[config.mk]
export PLATFORM = sky130hd
export DESIGN_NAME = mdio_master
export DESIGN_NICKNAME = d
export VERILOG_FILES = /design/src/rtl/mdio_pkg.sv /design/src/rtl/mdio_mdc_gen.sv /design/src/rtl/mdio_seq.sv /design/src/rtl/mdio_tx_shift.sv /design/src/rtl/mdio_rx_capture.sv /design/src/rtl/mdio_master.sv
export SDC_FILE = /design/constraint.sdc
export NUM_CORES = 1
export LEC_CHECK = 0
export ABC_AREA = 1
export BUFFER_PORTS_ARGS = -buffer_cell sky130_fd_sc_hd__buf_4
export CORE_UTILIZATION = 33
export CTS_CLUSTER_DIAMETER = 200
export CTS_CLUSTER_SIZE = 14
export DETAILED_ROUTE_END_ITERATION = 16
export PLACE_DENSITY_LB_ADDON = 0.25
export SKIP_LAST_GASP = 1
export SLEW_MARGIN = 40
export SYNTH_ARGS = -nofsm -noshare
export SYNTH_HDL_FRONTEND = slang
export SYNTH_HIERARCHICAL = 1
export SYNTH_SLANG_ARGS = --single-unit
[constraint.sdc]
create_clock -name clk -period 2.76 [get_ports clk]
set_clock_uncertainty 0.2 [all_clocks]
set_input_delay 0.552 -clock clk [delete_from_list [all_inputs] [get_ports clk]]
set_output_delay 0.552 -clock clk [all_outputs]
set_load 0.1 [all_outputs]
[src/rtl/mdio_pkg.sv]
package mdio_pkg;
  localparam int unsigned ADDR_W    = 5;
  localparam int unsigned DATA_W    = 16;
  localparam int unsigned HDR_BITS  = 14;  // start + opcode + two addresses
  localparam int unsigned TA_BITS   = 2;
  localparam int unsigned BODY_BITS = HDR_BITS + TA_BITS + DATA_W;

  typedef enum logic [1:0] {
    OP_WR = 2'b01,
    OP_RD = 2'b10
  } mdio_op_e;

  localparam logic [1:0] SOF_BITS = 2'b01;
  localparam logic [1:0] TA_DRIVE = 2'b10;

  // Everything after the preamble, MSB first on the wire.
  function automatic logic [BODY_BITS-1:0] pack_body(
    input logic              rd,
    input logic [ADDR_W-1:0] phy,
    input logic [ADDR_W-1:0] rga,
    input logic [DATA_W-1:0] wd
  );
    logic [1:0] opb;
    opb = rd ? OP_RD : OP_WR;
    return {SOF_BITS, opb, phy, rga,
            rd ? 2'b11 : TA_DRIVE,
            rd ? {DATA_W{1'b1}} : wd};
  endfunction
endpackage

[src/rtl/mdio_mdc_gen.sv]
module mdio_mdc_gen #(
  parameter int unsigned HALF_CYC = 10
) (
  input  logic clk,
  input  logic rst_n,
  input  logic run,
  output logic mdc,
  output logic rise_stb,
  output logic fall_stb
);
  localparam int unsigned CW = (HALF_CYC < 2) ? 1 : $clog2(HALF_CYC);

  logic [CW-1:0] cnt;
  logic          wrap;

  assign wrap = (cnt == CW'(HALF_CYC - 1));

  always_ff @(posedge clk) begin
    if (!rst_n || !run) begin
      cnt <= '0;
      mdc <= 1'b0;
    end else if (wrap) begin
      cnt <= '0;
      mdc <= ~mdc;
    end else begin
      cnt <= cnt + 1'b1;
    end
  end

  // Strobes mark the edge on which mdc is about to toggle.
  assign rise_stb = run && wrap && !mdc;
  assign fall_stb = run && wrap &&  mdc;
endmodule

[src/rtl/mdio_seq.sv]
module mdio_seq #(
  parameter int unsigned FRAME_BITS = 64,
  localparam int unsigned IW = $clog2(FRAME_BITS)
) (
  input  logic          clk,
  input  logic          rst_n,
  input  logic          start,
  input  logic          start_rd,
  input  logic          fall_stb,
  output logic          busy,
  output logic          rd_mode,
  output logic [IW-1:0] bit_idx,
  output logic          end_stb,
  output logic          shift_stb
);
  logic last;

  assign last      = (bit_idx == IW'(FRAME_BITS - 1));
  assign end_stb   = busy && fall_stb &&  last;
  assign shift_stb = busy && fall_stb && !last;

  always_ff @(posedge clk) begin
    if (!rst_n) begin
      busy    <= 1'b0;
      rd_mode <= 1'b0;
      bit_idx <= '0;
    end else if (start) begin
      busy    <= 1'b1;
      rd_mode <= start_rd;
      bit_idx <= '0;
    end else if (end_stb) begin
      busy    <= 1'b0;
      bit_idx <= '0;
    end else if (shift_stb) begin
      bit_idx <= bit_idx + 1'b1;
    end
  end
endmodule

[src/rtl/mdio_tx_shift.sv]
module mdio_tx_shift
  import mdio_pkg::*;
#(
  parameter int unsigned PRE_LEN = 32,
  localparam int unsigned FB = PRE_LEN + BODY_BITS
) (
  input  logic              clk,
  input  logic              rst_n,
  input  logic              load,
  input  logic              load_rd,
  input  logic [ADDR_W-1:0] phy,
  input  logic [ADDR_W-1:0] rga,
  input  logic [DATA_W-1:0] wdata,
  input  logic              shift,
  output logic              mdio_o
);
  logic [FB-1:0] sr;

  always_ff @(posedge clk) begin
    if (!rst_n) begin
      sr <= '1;
    end else if (load) begin
      sr <= {{PRE_LEN{1'b1}}, pack_body(load_rd, phy, rga, wdata)};
    end else if (shift) begin
      sr <= {sr[FB-2:0], 1'b1};
    end
  end

  assign mdio_o = sr[FB-1];
endmodule

[src/rtl/mdio_rx_capture.sv]
module mdio_rx_capture
  import mdio_pkg::*;
#(
  parameter int unsigned PRE_LEN = 32,
  localparam int unsigned FB = PRE_LEN + BODY_BITS,
  localparam int unsigned IW = $clog2(FB)
) (
  input  logic              clk,
  input  logic              rst_n,
  input  logic              rise_stb,
  input  logic              rd_mode,
  input  logic              busy,
  input  logic [IW-1:0]     bit_idx,
  input  logic              mdio_i,
  output logic [DATA_W-1:0] word
);
  localparam logic [IW-1:0] FIRST_DATA = IW'(PRE_LEN + HDR_BITS + TA_BITS);

  logic take;
  assign take = busy && rd_mode && rise_stb && (bit_idx >= FIRST_DATA);

  always_ff @(posedge clk) begin
    if (!rst_n) begin
      word <= '0;
    end else if (take) begin
      word <= {word[DATA_W-2:0], mdio_i};
    end
  end
endmodule

[src/rtl/mdio_master.sv]
module mdio_master
  import mdio_pkg::*;
#(
  parameter int unsigned SYS_PERIOD_NS = 20,
  parameter int unsigned PRE_LEN       = 32
) (
  input  logic              clk,
  input  logic              rst_n,
  input  logic              cmd_valid,
  output logic              cmd_ready,
  input  logic              cmd_read,
  input  logic [ADDR_W-1:0] cmd_phy,
  input  logic [ADDR_W-1:0] cmd_reg,
  input  logic [DATA_W-1:0] cmd_wdata,
  output logic              busy,
  output logic              rd_valid,
  output logic [DATA_W-1:0] rd_data,
  output logic              mdc,
  output logic              mdio_o,
  output logic              mdio_oe,
  input  logic              mdio_i
);
  // Half of the 400 ns minimum period; also covers the 160 ns phase floor.
  localparam int unsigned HALF_NS    = 200;
  localparam int unsigned HALF_RAW   = (HALF_NS + SYS_PERIOD_NS - 1) / SYS_PERIOD_NS;
  localparam int unsigned HALF_CYC   = (HALF_RAW < 1) ? 1 : HALF_RAW;
  localparam int unsigned FRAME_BITS = PRE_LEN + BODY_BITS;
  localparam int unsigned IW         = $clog2(FRAME_BITS);
  localparam logic [IW-1:0] RD_RELEASE = IW'(PRE_LEN + HDR_BITS);

  logic          cmd_fire;
  logic          rise_stb, fall_stb;
  logic          rd_mode, end_stb, shift_stb;
  logic [IW-1:0] bit_idx;
  logic [DATA_W-1:0] cap_word;

  assign cmd_ready = !busy;
  assign cmd_fire  = cmd_valid && !busy;

  mdio_mdc_gen #(.HALF_CYC(HALF_CYC)) u_clk (
    .clk      (clk),
    .rst_n    (rst_n),
    .run      (busy),
    .mdc      (mdc),
    .rise_stb (rise_stb),
    .fall_stb (fall_stb)
  );

  mdio_seq #(.FRAME_BITS(FRAME_BITS)) u_seq (
    .clk       (clk),
    .rst_n     (rst_n),
    .start     (cmd_fire),
    .start_rd  (cmd_read),
    .fall_stb  (fall_stb),
    .busy      (busy),
    .rd_mode   (rd_mode),
    .bit_idx   (bit_idx),
    .end_stb   (end_stb),
    .shift_stb (shift_stb)
  );

  mdio_tx_shift #(.PRE_LEN(PRE_LEN)) u_tx (
    .clk     (clk),
    .rst_n   (rst_n),
    .load    (cmd_fire),
    .load_rd (cmd_read),
    .phy     (cmd_phy),
    .rga     (cmd_reg),
    .wdata   (cmd_wdata),
    .shift   (shift_stb),
    .mdio_o  (mdio_o)
  );

  mdio_rx_capture #(.PRE_LEN(PRE_LEN)) u_rx (
    .clk      (clk),
    .rst_n    (rst_n),
    .rise_stb (rise_stb),
    .rd_mode  (rd_mode),
    .busy     (busy),
    .bit_idx  (bit_idx),
    .mdio_i   (mdio_i),
    .word     (cap_word)
  );

  // Release the line for turnaround and data on reads.
  assign mdio_oe = busy && (!rd_mode || (bit_idx < RD_RELEASE));

  always_ff @(posedge clk) begin
    if (!rst_n) begin
      rd_valid <= 1'b0;
      rd_data  <= '0;
    end else begin
      rd_valid <= end_stb && rd_mode;
      if (end_stb && rd_mode) rd_data <= cap_word;
    end
  end
endmodule

Word-level counts from Yosys, hierarchy flattened
Cells that the tools add are included.

cells by class
  $lt $le $gt $ge = 2
  eq/ne operators = 2
  add/sub/neg operators = 2
  mux-type cells = 7
  bitwise logic cells = 2
  reduce and logical (&&, ||, !) cells = 24

operators with widths
  kind                                                count
  2-to-1 mux 32 bit                                   2
  2-to-1 mux 16 bit                                   1
  logical AND 1 bit                                   12
  adder 6 x 1 -> 6 bit (second input constant)        1
  == test 6 bit (second input constant)               1
  >= comparator 6 bit (second input constant)         1
  less-than comparator 6 bit (second input constant)  1
  zero test 1 bit                                     5
  adder 4 x 1 -> 4 bit (second input constant)        1
  == test 4 bit (second input constant)               1
  nonzero test 2 bit                                  2
  OR reduction 2 bit                                  2
  2-to-1 mux 1 bit                                    3
  OR reduction 3 bit                                  1
  logical OR 1 bit                                    2
  2-to-1 mux 2 bit                                    1
  NOT 1 bit                                           2

storage, ports and cells
  word-level logic and storage cells = 49
  output and inout bits = 22
  bits in registers = 110

Logic depth before layout (Yosys ltp)
  depth in word-level cells = 7
  depth in mapped cells = 13
  depth with buffers taken out = 12

By module
Netlist, hierarchy kept.

modules (own cells, without submodules)
  module           cells an instance  sequential area each (µm²)  area each (µm²)  times used
  mdio_tx_shift    377                1281.2                      2791.4           1
  mdio_rx_capture  108                320.3                       734.5            1
  mdio_master      81                 340.3                       645.6            1
  mdio_seq         70                 160.2                       475.5            1
  mdio_mdc_gen     32                 100.1                       240.2            1

Worst setup path before layout
Ideal clock, no wire load.

  path kind = reg-to-output
  start = register u_seq.busy
  end = output mdio_oe
  path slack = -1458 ps
  cell stages (with the launch flop) = 3
  arrival time = 3466 ps
  required time = 2008 ps
  path buffers = 0
  path through = dfxtp_1 > inv_1 > a21oi_1

between the ends
  word-level cells in the longest chain between the ends = 1

ends and longest elaborated chain
  element                   RTL line           RTL
  start: declaration        mdio_seq.sv:10     output logic busy,
  start signal: assignment  mdio_seq.sv:24     busy <= 1'b0;
  start signal: assignment  mdio_seq.sv:28     busy <= 1'b1;
  start signal: assignment  mdio_seq.sv:32     busy <= 1'b0;
  logical AND 1 bit         mdio_master.sv:86  assign mdio_oe = busy && (!rd_mode || (bit_idx < RD_RELEASE));
  end: declaration          mdio_master.sv:20  output logic mdio_oe,

No other way between the ends.

Final worst setup path
  start = register u_clk.cnt[0]
  end = register u_tx.sr[24]

between the ends
  word-level cells in the longest chain between the ends = 6

ends and longest elaborated chain
  element                              RTL line             RTL
  start: declaration                   mdio_mdc_gen.sv:13   logic [CW-1:0] cnt;
  start signal: assignment             mdio_mdc_gen.sv:26   cnt <= cnt + 1'b1;
  == test 4 bit                        mdio_mdc_gen.sv:16   assign wrap = (cnt == CW'(HALF_CYC - 1));
  logical AND 1 bit (2 in a row)       mdio_mdc_gen.sv:32   assign fall_stb = run && wrap && mdc;
  named net fall_stb                   mdio_master.sv:32    logic rise_stb, fall_stb;
  logical AND 1 bit (2 in a row)       mdio_seq.sv:20       assign shift_stb = busy && fall_stb && !last;
  named net shift_stb                  mdio_master.sv:33    logic rd_mode, end_stb, shift_stb;
  nonzero test 2 bit (no source line)  n/a
  end signal: assignment               mdio_tx_shift.sv:23  sr <= {{PRE_LEN{1'b1}}, pack_body(load_rd, phy, rga, wdata)};
  end signal: assignment               mdio_tx_shift.sv:25  sr <= {sr[FB-2:0], 1'b1};
  end: declaration                     mdio_tx_shift.sv:17  logic [FB-1:0] sr;

The timed path passes the listed nets, and every way through them passes these cells.
A chain may end at the register's enable or synchronous reset.

==> flow_summary.json <==
{
  "status": "complete, no violations",
  "die-width_um": 124,
  "wl_per_cell_um": 11.0,
  "comb_power_share_pct": 7.8,
  "cts_setup_buffers": 0,
  "finalCriticalPeriod_ps": 2250,
  "htree_levels": 3,
  "leakagePower_nw": 2.52,
  "place_ws_ps": 526,
  "cts_root_buf": "clkbuf_16",
  "setup_violations": 0,
  "initial_core_util_pct": 33.8,
  "cts_hold_buf": 0,
  "ys_types": 30,
  "clk_latency_ps": 350,
  "grt_max_degree": 35,
  "numPortBuffers": 52,
  "drive_gt1_share_pct": 17.3,
  "synth_top_cell_by_area": "dfxtp_1",
  "worst_path_most_repeated_cell": "nand2_1",
  "synth_top_cell_area_share_pct": 45.1,
  "hold_viol": 0,
  "mostFrequentLayoutCell": "nand2_1",
  "antenna_found_initial": 0,
  "power_density_nw_per_um2": 592,
  "drc_errors": 0,
  "cts_made_buffers": 9,
  "slew-limit-headroom_pct": 59.4,
  "cts_resized": 0,
  "track_usage_pct": 13.6,
  "critPathRequiredTime_ps": 2850,
  "synth-seq-cells": 110,
  "drv_slew": 0,
  "crit_slowest_cell": "dfxtp_1",
  "pin_count": 53,
  "worst_pin_slew_ps": 608,
  "rows": 44,
  "dieHeight_um": 124,
  "syn_area_per_cell_sq_um": 7.32,
  "post-route-period-util_pct": 81.6,
  "p_switching_mw": 0.813,
  "path_class": "reg2reg",
  "hp-class": "in2reg",
  "p_int_mw": 2.50,
  "vias": 4062,
  "max-clock-path-buffers": 2,
  "worstPathCellList": "ha_1 > nand4_1 > nor2_1 > nand2_1 > nor2_4 > inv_4 > nor2_8 > nand2_1 > nand3_1",
  "cts_sinks": 110,
  "maxCapViolations": 0,
  "rsz0062_at_grt": "false",
  "path_buf_inv": 1,
  "cts_tree": "built",
  "clk_pin_slew_worst_paths_ps": 70,
  "clock.fmax_mhz": 444,
  "vdd_drop_max_mv": 0.362,
  "max_stage_delay_ps": 400,
  "dpl.hpwl_um": 6560,
  "pwr-share-seq_pct": 49.8,
  "setup_tns_ps": 0,
  "ys_warn_count": 6,
  "dieArea_sq_um": 15300,
  "nFillCells": 1498,
  "switching_share_pct": 24.6,
  "synthesis.area_sq_um": 4890,
  "critPathTopFamily": "simple AND/OR/NAND/NOR gates",
  "area_growth_pct": 14.5,
  "crit_fanout": 34,
  "grt_pass1_vias": 3694,
  "insertedDiodeCount": 0,
  "syn_nets": 702,
  "final_cell_mix": "nand2_1 (184), nor2_1 (113), dfxtp_1 (109)",
  "fin_ws_ps": 508,
  "viasPerCell": 4.56,
  "core-area_sq_um": 14500,
  "gp_congestion": 0.825,
  "crit_arrival_ps": 2350,
  "drtIter0Drc": 184,
  "synthCells": 668,
  "drtAntennaViolNets": 0,
  "ys_seq_area_share_pct": 45.1,
  "grt_pass1_wl_um": 16400,
  "crit_path_end_kind": "register",
  "drt-total-wl_um": 9780,
  "critPathLaunchType": "register",
  "p_clk_share_pct": 42.3,
  "nets": 736,
  "overflow": 0,
  "yosys-top-cells-area": "dfxtp_1 (45%), nand2_1 (14%), nor2_1 (8.8%)",
  "drt_pass1_iterations": 4
}
## metal layers
| layer | vias up | global-route usage [%] | wire length, um |
|---|---|---|---|
| li1 | 2138 | - | - |
| met1 | 1858 | 16.5 | 4540 |
| met2 | 60 | 22.8 | 4610 |
| met3 | 6 | 4.62 | 531 |
| met4 | 0 | 4.07 | 105 |
| met5 | - | 0 | 0 |
## final cells by class
type                    count  area (sq um)  area share [%]
flip-flops and latches    110          2210            39.4
multi-input cells         463          2160            38.6
repair buffers             56           420            7.51
clock buffers              10           250            4.47
inverters                  62           249            4.45
well taps                 184           230            4.11
clock inverters             6          82.6            1.48
## through the flow
step                cell area, sq um  utilization [%]  hold WS (ps)  total power [mW]  cells
finish                          5600             38.6           224              3.31    891
detailed placement              5260             36.3           249              1.95    875
global placement                5260             36.3           239              1.95    875
floorplan                       4910                -           229              1.90    668
global route                    5600             38.6           211              3.48    891
CTS                             5600             38.6           211              3.37    891
## Yosys cell counts
cell type,number
inv_4,1
nor3_1,1
inv_6,2
nor2_2,14
xnor2_1,1
clkinv_1,1
nand2_1,184
nand2_2,4
nor2_8,3
buf_2,8
nand2_4,2
nand3_2,8
nor2_1,115
dfxtp_1,110
o21bai_1,1
nand3_4,1
buf_6,18
a21oi_2,1
nand4_1,7
buf_4,5
inv_2,6
nand3_1,79
clkbuf_1,1
o21ai_1,1
nor2_4,3
ha_1,3
buf_12,1
inv_1,52
a21oi_1,18
o21ai_0,17
## registers in the layout, indices dropped and copies added (netlist names), 4 cells and up
name           flops
u_tx/sr           64
u_rx/word         16
u_clk/cnt          4
rd_data           16
u_seq/bit_idx      6
## power groups by stage
stage / sequential [mW] / combinational (mW) / clock (mW)
after floorplan: 1.69 / 0.205 / 0
after global placement: 1.69 / 0.260 / 0
after detailed placement: 1.69 / 0.263 / 0
after CTS: 1.65 / 0.264 / 1.46
after global routing: 1.66 / 0.294 / 1.53
final: 1.65 / 0.260 / 1.40
## kinds of logic after synthesis
group / Yosys count / synth area share, %
flip-flops: 110 / 45.1
AND/OR/NAND/NOR: 421 / 38.7
adder cells (fa/ha/maj): 3 / 0.768
AO/OA/AOI/OAI: 38 / 4.02
buffers and inverters: 95 / 11.2
XOR/XNOR: 1 / 0.179
## worst min-delay path: stages
cell and delay [ps]:
buf_4 80, o21ai_1 60, nand2_1 40
## path summary, 6_finish.rpt
| kind | start | endpoint | slack, ps | cells past startpoint |
|---|---|---|---|---|
| setup / recovery | u_clk/cnt[0]$_SDFF_PP0_ | u_tx/sr[24]$_SDFFE_PN1P_ | 510 | 9 |
| hold / removal | cmd_wdata[0] | u_tx/sr[0]$_SDFFE_PN1P_ | 220 | 3 |
| setup reg to reg | u_clk/cnt[0]$_SDFF_PP0_ | u_tx/sr[24]$_SDFFE_PN1P_ | 510 | 9 |
| hold reg to reg | u_tx/sr[29]$_SDFFE_PN1P_ | u_tx/sr[30]$_SDFFE_PP1P_ | 260 | 2 |
Note: power is estimated with default switching activity, not from simulation.
